`src/rtl/xlate_pkg.sv`:
```
package xlate_pkg;
   // Entry flag positions
   localparam int PTE_P  = 0;
   localparam int PTE_RW = 1;
   localparam int PTE_US = 2;
   localparam int PTE_A  = 5;
   localparam int PTE_D  = 6;
   localparam int PTE_PS = 7;
   // Control word bit positions
   localparam int CR0_WP  = 16;
   localparam int CR0_PG  = 31;
   localparam int CR4_PSE = 4;

   typedef enum logic [2:0] {
      ST_IDLE,
      ST_DIR_RD,
      ST_DIR_WB,
      ST_TBL_RD,
      ST_TBL_WB,
      ST_DONE
   } walk_st_e;
endpackage

```
`src/rtl/xlate_addr_gen.sv`:
```
module xlate_addr_gen #(
   parameter int ADDR_W      = 32,
   parameter int OFF_BITS    = 12,
   parameter int IDX_W       = 10,
   parameter int ENTRY_SHIFT = 2
) (
   input  logic [ADDR_W-OFF_BITS-1:0] base_frame,
   input  logic [IDX_W-1:0]           idx,
   input  logic [ADDR_W-1:0]          a20,
   output logic [ADDR_W-1:0]          entry_addr
);
   logic [ADDR_W-1:0] base_full;
   logic [ADDR_W-1:0] idx_off;

   assign base_full  = {base_frame, {OFF_BITS{1'b0}}};
   assign idx_off    = ADDR_W'(idx) << ENTRY_SHIFT;
   assign entry_addr = (base_full + idx_off) & a20;
endmodule

```
`src/rtl/xlate_perm.sv`:
```
module xlate_perm (
   input  logic eff_rw,
   input  logic eff_us,
   input  logic is_write,
   input  logic is_user,
   input  logic wp,
   input  logic dirty_after,
   output logic prot_fault,
   output logic grant_w
);
   always_comb begin
      if (is_user) begin
         prot_fault = !eff_us || (is_write && !eff_rw);
         grant_w    = dirty_after && eff_rw;
      end else begin
         prot_fault = wp && is_write && !eff_rw;
         grant_w    = dirty_after && (!wp || eff_rw);
      end
   end
endmodule

```
`src/rtl/xlate_ad_update.sv`:
```
module xlate_ad_update
   import xlate_pkg::*;
#(
   parameter int ADDR_W = 32
) (
   input  logic [ADDR_W-1:0] entry_in,
   input  logic              is_write,
   output logic [ADDR_W-1:0] entry_out,
   output logic              changed
);
   localparam logic [ADDR_W-1:0] A_BIT = ADDR_W'(1) << PTE_A;
   localparam logic [ADDR_W-1:0] D_BIT = ADDR_W'(1) << PTE_D;

   assign entry_out = entry_in | A_BIT | (is_write ? D_BIT : '0);
   assign changed   = (entry_out != entry_in);
endmodule

```
`src/rtl/xlate_walker.sv`:
```
module xlate_walker
   import xlate_pkg::*;
#(
   parameter int ADDR_W        = 32,
   parameter int DIR_BITS      = 10,
   parameter int TBL_BITS      = 10,
   parameter int OFF_BITS      = 12,
   parameter bit LARGE_PAGE_EN = 1'b1
) (
   input  logic              clk,
   input  logic              rst_n,
   input  logic              req_valid,
   output logic              req_ready,
   input  logic [ADDR_W-1:0] req_vaddr,
   input  logic              req_write,
   input  logic              req_user,
   input  logic [31:0]       cr0,
   input  logic [ADDR_W-1:0] cr3,
   input  logic [31:0]       cr4,
   input  logic [ADDR_W-1:0] a20_mask,
   output logic              mem_req,
   output logic              mem_we,
   output logic [ADDR_W-1:0] mem_addr,
   output logic [ADDR_W-1:0] mem_wdata,
   input  logic              mem_ack,
   input  logic [ADDR_W-1:0] mem_rdata,
   output logic              done,
   output logic              fault,
   output logic [2:0]        fault_code,
   output logic [ADDR_W-1:0] fault_addr,
   output logic [ADDR_W-1:0] res_paddr,
   output logic              res_r,
   output logic              res_w,
   output logic              res_x
);
   localparam int FRAME_W   = ADDR_W - OFF_BITS;
   localparam int LARGE_OFF = TBL_BITS + OFF_BITS;
   localparam int DIR_LO    = LARGE_OFF;
   localparam logic [ADDR_W-1:0] A_BIT = ADDR_W'(1) << PTE_A;

   // Elaboration-time parameter checks
   if (DIR_BITS + TBL_BITS + OFF_BITS != ADDR_W) begin : g_bad_split
      $error("xlate_walker: index and offset widths must sum to ADDR_W");
   end
   if (OFF_BITS <= PTE_PS) begin : g_bad_off
      $error("xlate_walker: offset must cover all entry flag bits");
   end
   if (ADDR_W > 32) begin : g_bad_width
      $error("xlate_walker: entries are at most 32 bits wide");
   end

   walk_st_e          st_q;
   logic [ADDR_W-1:0] va_q;
   logic              wr_q, usr_q, big_q;
   logic [FRAME_W-1:0] pde_frame_q;
   logic              pde_rw_q, pde_us_q;
   logic [ADDR_W-1:0] wb_q;
   logic [ADDR_W-1:0] paddr_q, cr2_q;
   logic              fault_q;
   logic [2:0]        code_q;
   logic [2:0]        perm_q;

   logic [ADDR_W-1:0] dir_addr, tbl_addr, upd;
   logic              ad_changed, prot_fault, grant_w, big_hit, in_tbl;
   logic              eff_rw, eff_us;
   logic [FRAME_W-1:0] rd_frame_m;
   logic [ADDR_W-1:0] paddr_small, paddr_big, paddr_off, va_in_m;

   xlate_addr_gen #(.ADDR_W(ADDR_W), .OFF_BITS(OFF_BITS), .IDX_W(DIR_BITS), .ENTRY_SHIFT(2)) u_dir_ag (
      .base_frame (cr3[ADDR_W-1:OFF_BITS]),
      .idx        (va_q[ADDR_W-1:DIR_LO]),
      .a20        (a20_mask),
      .entry_addr (dir_addr)
   );

   xlate_addr_gen #(.ADDR_W(ADDR_W), .OFF_BITS(OFF_BITS), .IDX_W(TBL_BITS), .ENTRY_SHIFT(2)) u_tbl_ag (
      .base_frame (pde_frame_q),
      .idx        (va_q[LARGE_OFF-1:OFF_BITS]),
      .a20        (a20_mask),
      .entry_addr (tbl_addr)
   );

   assign in_tbl = (st_q == ST_TBL_RD);
   assign eff_rw = mem_rdata[PTE_RW] & (!in_tbl | pde_rw_q);
   assign eff_us = mem_rdata[PTE_US] & (!in_tbl | pde_us_q);

   xlate_ad_update #(.ADDR_W(ADDR_W)) u_ad (
      .entry_in  (mem_rdata),
      .is_write  (wr_q),
      .entry_out (upd),
      .changed   (ad_changed)
   );

   xlate_perm u_perm (
      .eff_rw      (eff_rw),
      .eff_us      (eff_us),
      .is_write    (wr_q),
      .is_user     (usr_q),
      .wp          (cr0[CR0_WP]),
      .dirty_after (upd[PTE_D]),
      .prot_fault  (prot_fault),
      .grant_w     (grant_w)
   );

   if (LARGE_PAGE_EN) begin : g_large
      assign big_hit = mem_rdata[PTE_PS] & cr4[CR4_PSE];
   end else begin : g_small_only
      assign big_hit = 1'b0;
   end

   assign rd_frame_m  = mem_rdata[ADDR_W-1:OFF_BITS] & a20_mask[ADDR_W-1:OFF_BITS];
   assign paddr_small = {rd_frame_m, va_q[OFF_BITS-1:0]};
   assign paddr_big   = {rd_frame_m[FRAME_W-1:TBL_BITS], va_q[LARGE_OFF-1:0]};
   assign va_in_m     = req_vaddr & a20_mask;
   assign paddr_off   = {va_in_m[ADDR_W-1:OFF_BITS], req_vaddr[OFF_BITS-1:0]};

   logic unused_ctrl;
   assign unused_ctrl = ^{cr0, cr3[OFF_BITS-1:0], cr4};

   always_ff @(posedge clk) begin
      if (!rst_n) begin
         st_q        <= ST_IDLE;
         va_q        <= '0;
         wr_q        <= 1'b0;
         usr_q       <= 1'b0;
         big_q       <= 1'b0;
         pde_frame_q <= '0;
         pde_rw_q    <= 1'b0;
         pde_us_q    <= 1'b0;
         wb_q        <= '0;
         paddr_q     <= '0;
         cr2_q       <= '0;
         fault_q     <= 1'b0;
         code_q      <= '0;
         perm_q      <= '0;
      end else begin
         unique case (st_q)
            ST_IDLE: begin
               if (req_valid) begin
                  va_q  <= req_vaddr;
                  wr_q  <= req_write;
                  usr_q <= req_user;
                  if (!cr0[CR0_PG]) begin
                     paddr_q <= paddr_off;
                     perm_q  <= 3'b111;
                     fault_q <= 1'b0;
                     code_q  <= '0;
                     st_q    <= ST_DONE;
                  end else begin
                     st_q <= ST_DIR_RD;
                  end
               end
            end
            ST_DIR_RD: begin
               if (mem_ack) begin
                  if (!mem_rdata[PTE_P]) begin
                     fault_q <= 1'b1;
                     code_q  <= {usr_q, wr_q, 1'b0};
                     cr2_q   <= va_q;
                     st_q    <= ST_DONE;
                  end else if (big_hit) begin
                     if (prot_fault) begin
                        fault_q <= 1'b1;
                        code_q  <= {usr_q, wr_q, 1'b1};
                        cr2_q   <= va_q;
                        st_q    <= ST_DONE;
                     end else begin
                        fault_q <= 1'b0;
                        code_q  <= '0;
                        paddr_q <= paddr_big;
                        perm_q  <= {1'b1, grant_w, 1'b1};
                        big_q   <= 1'b1;
                        wb_q    <= upd;
                        st_q    <= ad_changed ? ST_DIR_WB : ST_DONE;
                     end
                  end else begin
                     pde_frame_q <= mem_rdata[ADDR_W-1:OFF_BITS];
                     pde_rw_q    <= mem_rdata[PTE_RW];
                     pde_us_q    <= mem_rdata[PTE_US];
                     big_q       <= 1'b0;
                     wb_q        <= mem_rdata | A_BIT;
                     st_q        <= mem_rdata[PTE_A] ? ST_TBL_RD : ST_DIR_WB;
                  end
               end
            end
            ST_DIR_WB: begin
               if (mem_ack) st_q <= big_q ? ST_DONE : ST_TBL_RD;
            end
            ST_TBL_RD: begin
               if (mem_ack) begin
                  if (!mem_rdata[PTE_P] || prot_fault) begin
                     fault_q <= 1'b1;
                     code_q  <= {usr_q, wr_q, mem_rdata[PTE_P]};
                     cr2_q   <= va_q;
                     st_q    <= ST_DONE;
                  end else begin
                     fault_q <= 1'b0;
                     code_q  <= '0;
                     paddr_q <= paddr_small;
                     perm_q  <= {1'b1, grant_w, 1'b1};
                     wb_q    <= upd;
                     st_q    <= ad_changed ? ST_TBL_WB : ST_DONE;
                  end
               end
            end
            ST_TBL_WB: begin
               if (mem_ack) st_q <= ST_DONE;
            end
            ST_DONE: st_q <= ST_IDLE;
            default: st_q <= ST_IDLE;
         endcase
      end
   end

   assign req_ready  = (st_q == ST_IDLE);
   assign mem_req    = (st_q == ST_DIR_RD) || (st_q == ST_DIR_WB) ||
                       (st_q == ST_TBL_RD) || (st_q == ST_TBL_WB);
   assign mem_we     = (st_q == ST_DIR_WB) || (st_q == ST_TBL_WB);
   assign mem_addr   = ((st_q == ST_DIR_RD) || (st_q == ST_DIR_WB)) ? dir_addr : tbl_addr;
   assign mem_wdata  = wb_q;
   assign done       = (st_q == ST_DONE);
   assign fault      = fault_q;
   assign fault_code = code_q;
   assign fault_addr = cr2_q;
   assign res_paddr  = paddr_q;
   assign res_r      = perm_q[0];
   assign res_w      = perm_q[1];
   assign res_x      = perm_q[2];

   // Completion is a single-cycle pulse
   assert_done_pulse_R12: assert property (@(posedge clk) disable iff (!rst_n)
      done |=> !done);

   // A pending access keeps its address and direction until acknowledged
   assert_req_hold_R12: assert property (@(posedge clk) disable iff (!rst_n)
      (mem_req && !mem_ack) |=> (mem_req && $stable(mem_addr) && $stable(mem_we)));

   // Every write-back carries a present, accessed entry
   assert_wb_flags_R9: assert property (@(posedge clk) disable iff (!rst_n)
      (mem_req && mem_we) |-> (mem_wdata[PTE_A] && mem_wdata[PTE_P]));

   // The faulting address moves only with a faulting completion
   assert_cr2_on_fault_R11: assert property (@(posedge clk) disable iff (!rst_n)
      !$stable(fault_addr) |-> (done && fault));

   // A successful completion always grants read and execute
   assert_rx_grant_R10: assert property (@(posedge clk) disable iff (!rst_n)
      (done && !fault) |-> (res_r && res_x));
endmodule

```
`config.mk`:
```
export PLATFORM = sky130hd
export DESIGN_NAME = xlate_walker
export DESIGN_NICKNAME = d
export VERILOG_FILES = /design/src/rtl/xlate_pkg.sv /design/src/rtl/xlate_addr_gen.sv /design/src/rtl/xlate_perm.sv /design/src/rtl/xlate_ad_update.sv /design/src/rtl/xlate_walker.sv
export SDC_FILE = /design/constraint.sdc
export NUM_CORES = 1
export LEC_CHECK = 0
export ABC_AREA = 1
export BUFFER_PORTS_ARGS = -buffer_cell sky130_fd_sc_hd__buf_2
export CORE_MARGIN = 2
export CORE_UTILIZATION = 28
export CTS_CLUSTER_SIZE = 8
export DETAILED_ROUTE_END_ITERATION = 6
export HOLD_SLACK_MARGIN = 0.08
export PLACE_DENSITY = 0.5
export SLEW_MARGIN = 20
export SYNTH_ARGS = -nofsm -noshare
export SYNTH_HDL_FRONTEND = slang
export SYNTH_HIERARCHICAL = 1
export SYNTH_SLANG_ARGS = --single-unit
```
`constraint.sdc`:
```
create_clock -name clk -period 2.8 [get_ports clk]
set_clock_uncertainty 0.15 [all_clocks]
set_input_delay 0.56 -clock clk [delete_from_list [all_inputs] [get_ports clk]]
set_output_delay 0.56 -clock clk [all_outputs]
set_load 0.01 [all_outputs]
```
==> flow_summary_export.csv, run 1 <==
group,metric,value,unit
min_path,min_path_cells,3,
sta,setup_slack,210,ps
detailed_routing,firstDrtPassIters,5,
cells_and_area,areaGrowthSynthToFinish,25.1,%
power_and_ir_drop,power.total,9.47,mW
floorplan,start_util,28.5,%
power_and_ir_drop,power.density,894,nW/um2
sta,fin_tns_setup,0,ps
yosys,syn_area,8470,um2
critical_path,reg2reg_depth,13,
run_status,status,"complete, no violations",
cts,cts_root_buffer,"clkbuf_16",
critical_path,cp-end-kind,"output pin",
sta,max_freq,386,MHz
global_route,grtUsageTotal,19.2,%
floorplan,pin_count,337,
placement,dp_slack,112,ps
cts,numCtsBuffers,17,
detailed_routing,wl_per_cell,15.7,um
sta,final-max-slew-violation-count,0,
critical_path,required,2090,ps
yosys,yosys-top-cells-area,"dfxtp_1 (38%), nand2_1 (18%), inv_1 (8.2%)",
floorplan,core_area,29700,um2
min_path,hold_end,"pde_frame_q[17]",
sta,maxSlewHeadroom,58.0,%
yosys,syn_area_per_cell,6.32,um2
global_route,grt_max_degree,56,
detailed_routing,vias_per_cell,4.49,
yosys,yosysTopAreaCellShare,38.3,%
sta,hold_viol,0,
global_route,top_usage_layer,"met2",
global_route,gr-usage-met3,2.91,%
sta,fin_crit,2590,ps
critical_path,rr_endpoint,"fault_addr[5]",
cells_and_area,nets,1738,
placement,gp_congestion,0.871,
critical_path,cp.arrival,1880,ps
power_and_ir_drop,p_int,5.56,mW
power_and_ir_drop,peakVddDrop,472,uV
critical_path,r2r_start,"st_q[0]",
cts,clk_pin_slew,70,ps
detailed_routing,ant_nets,0,
global_route,grt_overflow_total,0,
global_route,met2_usage,30.1,%
cts,worstSkewPairLatency,420,ps
critical_path,worstPathMaxFanout,25,
power_and_ir_drop,pwr-share-clk,27.0,%
sta,tightestPinTransition,631,ps
yosys,ys_ff_latch,162,
sta,grt_setup_unrepaired,"false",
detailed_routing,vias,8728,
placement,port-buffer-count,259,
power_and_ir_drop,leakagePower,5.71,nW
detailed_routing,route.detailed.drc,0,
global_route,use_met1,27.8,%
yosys,postSynthCellCount,1339,
floorplan,die_w,178,um
sta,setup_viol,0,
floorplan,die_area,31600,um2
power_and_ir_drop,p_switching,3.91,mW
power_and_ir_drop,comb_power_share,40.1,%
critical_path,crit_path_start_kind,"register",
global_route,antenna_found_initial,0,
power_and_ir_drop,p_sw_share,41.3,%
cells_and_area,drive_above_1_share,22.7,%
yosys,synth_top_area_cell,"dfxtp_1",
yosys,yosysWarningCount,6,
floorplan,fp-row-count,63,
min_path,hold_path.class,"in2reg",
min_path,min_from,"mem_rdata[29]",
floorplan,die_h,178,um
cts,htreeDepth,4,
power_and_ir_drop,seq_power_share,32.8,%
yosys,ys_types,34,
critical_path,path_class,"reg2out",
run,cap_violations,0,
global_route,grt_pass1_wl,46300,um
cts,cts_tree,"yes",
placement,hpwl,22800,um
cts,clk_path_buf_depth,2,
cts,cts.sinks,162,
detailed_routing,drt-total-wl,30600,um
critical_path,reg2reg_slack,290,ps
yosys,yosysSeqAreaShare,38.3,%
sta,period_share,92.5,%
detailed_routing,drt_iter0_drc,566,
global_route,first_global_vias,7993,
-- cells in the final DEF (no fill, tap or decap), types with 2 or more instances in the layout --
cell type	n
inv_1	183
o21ai_0	59
bufinv_16	3
nor3_1	3
nand2_2	4
inv_2	4
nand3_1	135
buf_4	25
dfxtp_1	160
nand2_1	408
nor2_2	5
a21oi_1	125
dfxtp_2	2
nor3_4	2
o211ai_1	10
conb_1	5
buf_6	2
buf_12	6
clkinvlp_4	2
inv_8	2
nand4_1	2
clkbuf_16	17
buf_2	259
inv_6	6
nand3_2	2
nor2_1	105
-- worst max-delay path, cell delays in order (launching register included) --
cell and delay (ps):
dfxtp_2 450, inv_4 80, nand3_1 160, nand2_1 140, inv_1 130, buf_12 200
nand2_1 70, nand2_1 70, buf_2 150
-- final cells by class --
class                   instances  area, um2
clock inverters                14        189
inverters                     189        713
multi-input cells             878       3890
flip-flops and latches        162       3250
repair buffers                292       1630
diodes                          1       2.50
fillers                      3340      19100
well taps                     390        488
clock buffers                  18        439
-- Yosys cell counts --
library cell	instances
or2_1	1
a211oi_4	1
a21oi_2	1
dfxtp_1	162
a41oi_1	1
buf_4	39
nor3_1	3
o21ai_0	59
nand2_1	408
nand3_2	2
nor3_2	1
nand2_2	4
or2_0	1
nand4_1	2
nor2_4	1
inv_2	4
o21ai_1	1
nor2_2	5
inv_1	184
buf_2	21
conb_1	3
inv_4	1
nor3_4	2
buf_1	1
nor2b_1	1
a21boi_0	1
or2_2	1
clkbuf_1	43
nand2_4	1
buf_6	8
o211ai_1	10
a21oi_1	126
nand3_1	135
nor2_1	105
-- state kept, by name, summed over array words and instances (netlist names) --
signal,flops
big_q,1
fault,1
fault_addr,32
fault_code,3
mem_wdata,32
pde_frame_q,20
pde_rw_q,1
pde_us_q,1
perm_q,2
res_paddr,32
st_q,3
usr_q,1
va_q,32
wr_q,1
-- power by group through the flow --
stage	sequential (mW)	clock [mW]	combinational, mW
finish	3.11	2.56	3.80
global route	3.17	2.73	4.26
CTS	3.11	2.63	3.80
detailed placement	3.16	0	3.79
global placement	3.15	0	3.77
floorplan	3.16	0	2.32
-- worst max path at each step --
stage | depth (start not counted) | start | to | slack, ps
6_report | 8 | st_q[2] | mem_addr[31] | 210
5_1_grt | 13 | st_q[0] | fault_addr[10] | 20
4_1_cts | 8 | st_q[0] | mem_addr[31] | 20
3_5_place_dp | 13 | st_q[0] | fault_addr[1] | 110
3_3_place_gp | 13 | st_q[0] | fault_addr[5] | 130
2_1_floorplan | 13 | st_q[0] | fault_addr[27] | 460
-- kinds of logic (layout without fill, tap and decap cells) --
kind of cell / Yosys count / after routing / share of synthesized area (%)
simple gates: 673 / 673 / 33.0
buf+inv: 301 / 513 / 16.1
compound gates: 200 / 200 / 12.4
flops: 162 / 162 / 38.3
other cells: 3 / 6 / 0.133
-- stage by stage --
stage                     hold WS, ps  std cells  cell area [um2]  util (%)
final                             269       1944            10600      35.6
after global routing              254       1943            10600      35.6
after CTS                         247       1939            10500      35.5
after detailed placement          300       1907             9910      33.4
after global placement            295       1907             9910      33.4
after floorplan                   290       1341             8470         -
-- repair_timing --
| action | CTS | global route |
|---|---|---|
| setup endpoints to repair | 0 | 71 |
| resized for setup | 0 | 5 |
| setup buffers | 0 | 4 |
| hold buffers | 0 | 0 |
-- metal layers --
layer / routed length, um / part of all wire (%)
met2: 13900 / 45
met1: 14800 / 48
met3: 1680 / 5.5
met5: 0 / 0
met4: 251 / 0.82
Note: power is estimated with default switching activity, not from simulation.
==> run 2, diff against run 1 <==
- PLACE_DENSITY: 0.5 -> 0.52
- SETUP_SLACK_MARGIN: not set -> 0.02
- SYNTH_HIERARCHICAL: 1 -> not set
==> run 2 against run 1 <==
Net effect:
- synthesized area is 15% lower
- sequential power up 6%
- wire length shrank 11%
- count of clock-buffer cells in the layout is 1 lower
- flip-flop and latch count is the same
- worst setup slack worse by 140 ps
- first-iteration DRC count fell by 23%
- critical path type unchanged
- critical endpoint is now mem_addr[23]
- largest power group unchanged
- highest routed layer is now met5
==> flow_summary_export.csv, run 2 <==
group,metric,value,unit
placement,place_area,8830,um2
yosys,yosysWarningCount,0,
cells_and_area,final_cell_mix,"buf_2 (258), nor2_1 (228), nand2_1 (166)",
yosys,synth_top_family_by_area,"simple AND/OR/NAND/NOR gates",
detailed_routing,firstDrtPassIters,4,
run,cap_violations,0,
cells_and_area,final_common_cell,"buf_2",
sta,tightestPinTransition,921,ps
floorplan,die_area,27100,um2
global_route,grt_pass1_wl,40300,um
detailed_routing,wl_per_cell,16.7,um
yosys,ys_ff_latch,162,
floorplan,fp-row-count,58,
floorplan,core_area,25300,um2
floorplan,start_util,28.6,%
detailed_routing,vias,7562,
placement,hpwl,20000,um
critical_path,critPathBufInv,2,
cts,cts_root_buffer,"clkbuf_16",
sta,fin_tns_setup,0,ps
global_route,grtUsageTotal,19.8,%
detailed_routing,drt-total-wl,27300,um
yosys,synthMuxAreaShare,0,%
yosys,synth_edf_count,0,
yosys,synthAdderAreaFrac,0,%
yosys,ys_dominant_reg_cell,"dfxtp_1",
yosys,synth-xor-area-share,0,%
yosys,yosysSeqAreaShare,45.0,%
global_route,grt_overflow_total,0,
critical_path,worstPathCellList,"nor2_2 > nand2_2 > nand2_4 > bufbuf_16 > o21ai_0 > nor2_1 > buf_2",
critical_path,required,2090,ps
sta,grt_setup_unrepaired,"false",
detailed_routing,drt_iter0_drc,437,
yosys,synth_top_area_cell,"dfxtp_1",
floorplan,die_h,165,um
sta,maxSlewHeadroom,38.6,%
sta,max_freq,366,MHz
placement,dp_slack,239,ps
detailed_routing,ant_nets,0,
critical_path,crit_path_start_kind,"register",
critical_path,reg2reg_slack,390,ps
yosys,syn_area,7210,um2
yosys,async_flop_share,0,%
cells_and_area,areaGrowthSynthToFinish,31.6,%
cells_and_area,nets,1492,
global_route,top_usage_layer,"met2",
cts,clk_path_buf_depth,2,
critical_path,cpLargestDelayFamily,"flip-flops",
cells_and_area,finalInstanceArea,9490,um2
yosys,synth_compound_area_share,17.4,%
global_route,first_global_vias,6980,
cts,htreeDepth,4,
cts,worstSkewPairLatency,430,ps
placement,gp_congestion,0.900,
power_and_ir_drop,leakagePower,4.67,nW
yosys,yosys-top-cells-area,"dfxtp_1 (45%), nor2_1 (12%), o21ai_0 (9.5%)",
global_route,grt_max_degree,142,
cells_and_area,multiInputGateArea,3260,um2
global_route,gr-usage-met3,4.87,%
global_route,use_met1,25.4,%
power_and_ir_drop,power.density,1020,nW/um2
sta,final-max-slew-violation-count,0,
yosys,ys_top_cells_by_count,"nor2_1 (230), nand2_1 (170), dfxtp_1 (162)",
yosys,syn_area_per_cell,6.79,um2
critical_path,cp.arrival,2020,ps
cells_and_area,n_fill_cell,2807,
yosys,ys_types,32,
floorplan,pin_count,337,
global_route,antenna_found_initial,5,
sta,fin_crit,2730,ps
cts,cts_tree,"yes",
yosys,synthSimpleGateAreaFrac,27.0,%
run_status,status,"complete, no violations",
sta,setup_slack,66.1,ps
min_path,min_path_cells,3,
min_path,hold_end,"usr_q",
critical_path,cp_slowest_cell,"dfxtp_1",
critical_path,reg2reg_depth,9,
min_path,hold_path.class,"in2reg",
detailed_routing,vias_per_cell,4.61,
critical_path,cp-end-kind,"output pin",
yosys,synth_most_common_cell,"nor2_1",
critical_path,critPathMaxStageDelay,490,ps
cts,clk_pin_slew,70,ps
yosys,yosysTopAreaCellShare,45.0,%
yosys,postSynthCellCount,1062,
detailed_routing,route.detailed.drc,0,
sta,period_share,97.6,%
cts,cts.sinks,162,
placement,port-buffer-count,259,
sta,hold_viol,0,
critical_path,path_class,"reg2out",
cells_and_area,register_area,3250,um2
power_and_ir_drop,peakVddDrop,404,uV
floorplan,die_w,165,um
global_route,met2_usage,32.5,%
critical_path,r2r_start,"st_q[2]",
critical_path,rr_endpoint,"fault_addr[0]",
cts,numCtsBuffers,17,
sta,setup_viol,0,
critical_path,worstPathMaxFanout,13,
min_path,min_from,"req_user",
cts,cts_hold_buf,0,
cells_and_area,drive_above_1_share,26.1,%
==> run 2: cell families after synthesis <==
kind of cell,count (synthesis)
simple gates,475
buf+inv,186
flops,162
compound gates,238
other cells,1
==> run 2: timing repair <==
item,CTS,global route
setup buffers,1,0
cloned,1,1
resized for setup,6,9
setup endpoints to repair,31,23
pin swaps,1,1
hold endpoints to repair,0,0
==> run 2: metrics by stage <==
| stage | util (%) | power [mW] | instances | hold slack, ps |
|---|---|---|---|---|
| after floorplan | - | 5.67 | 1063 | 280 |
| after global placement | 34.9 | 7.21 | 1602 | 296 |
| after detailed placement | 34.9 | 7.24 | 1602 | 300 |
| after CTS | 37.4 | 9.73 | 1635 | 238 |
| after global routing | 37.6 | 10.4 | 1639 | 239 |
| final | 37.6 | 9.68 | 1639 | 255 |
==> run 2: worst max-delay path by stage <==
stage,start,cells after the start,to,slack (ps)
2_1_floorplan,st_q[1],7,mem_addr[10],710
3_3_place_gp,st_q[1],9,mem_addr[22],250
3_5_place_dp,st_q[1],9,mem_addr[22],240
4_1_cts,st_q[1],9,mem_addr[22],20
5_1_grt,st_q[2],7,mem_addr[23],20
6_report,st_q[2],7,mem_addr[23],70
==> run 2: routing by layer <==
layer	wire length, um	share of wire [%]	vias up
li1	-	-	3853
met1	12500	46	3422
met2	12400	45	248
met3	1780	6.5	37
met4	679	2.5	2
met5	13	0.048	-
==> run 2: cell type report <==
cell class / count / share of cell area [%]
Multi-Input combinational cell: 715 / 34.3
Sequential cell: 162 / 34.2
Timing Repair Buffer: 283 / 16.5
Inverter: 115 / 4.61
Clock buffer: 17 / 4.48
Tap cell: 330 / 4.35
Clock inverter: 14 / 1.49
Antenna cell: 3 / 0.0791
==> run 2: report_power, final <==
group | switching [mW] | internal (mW) | total, mW | leakage (nW)
registers | 0.356 | 2.94 | 3.29 | 1.32
logic | 2.60 | 1.46 | 4.06 | 3.07
clock network | 1.07 | 1.25 | 2.32 | 0.278
==> run 2: worst register-to-register path, delay by kind of cell, from the launching register on <==
family	cells	cell delay, ps
and+or+nand+nor	6	900
buffers and inverters	1	260
DFF	1	390
AOI/OAI and AO/OA	2	600
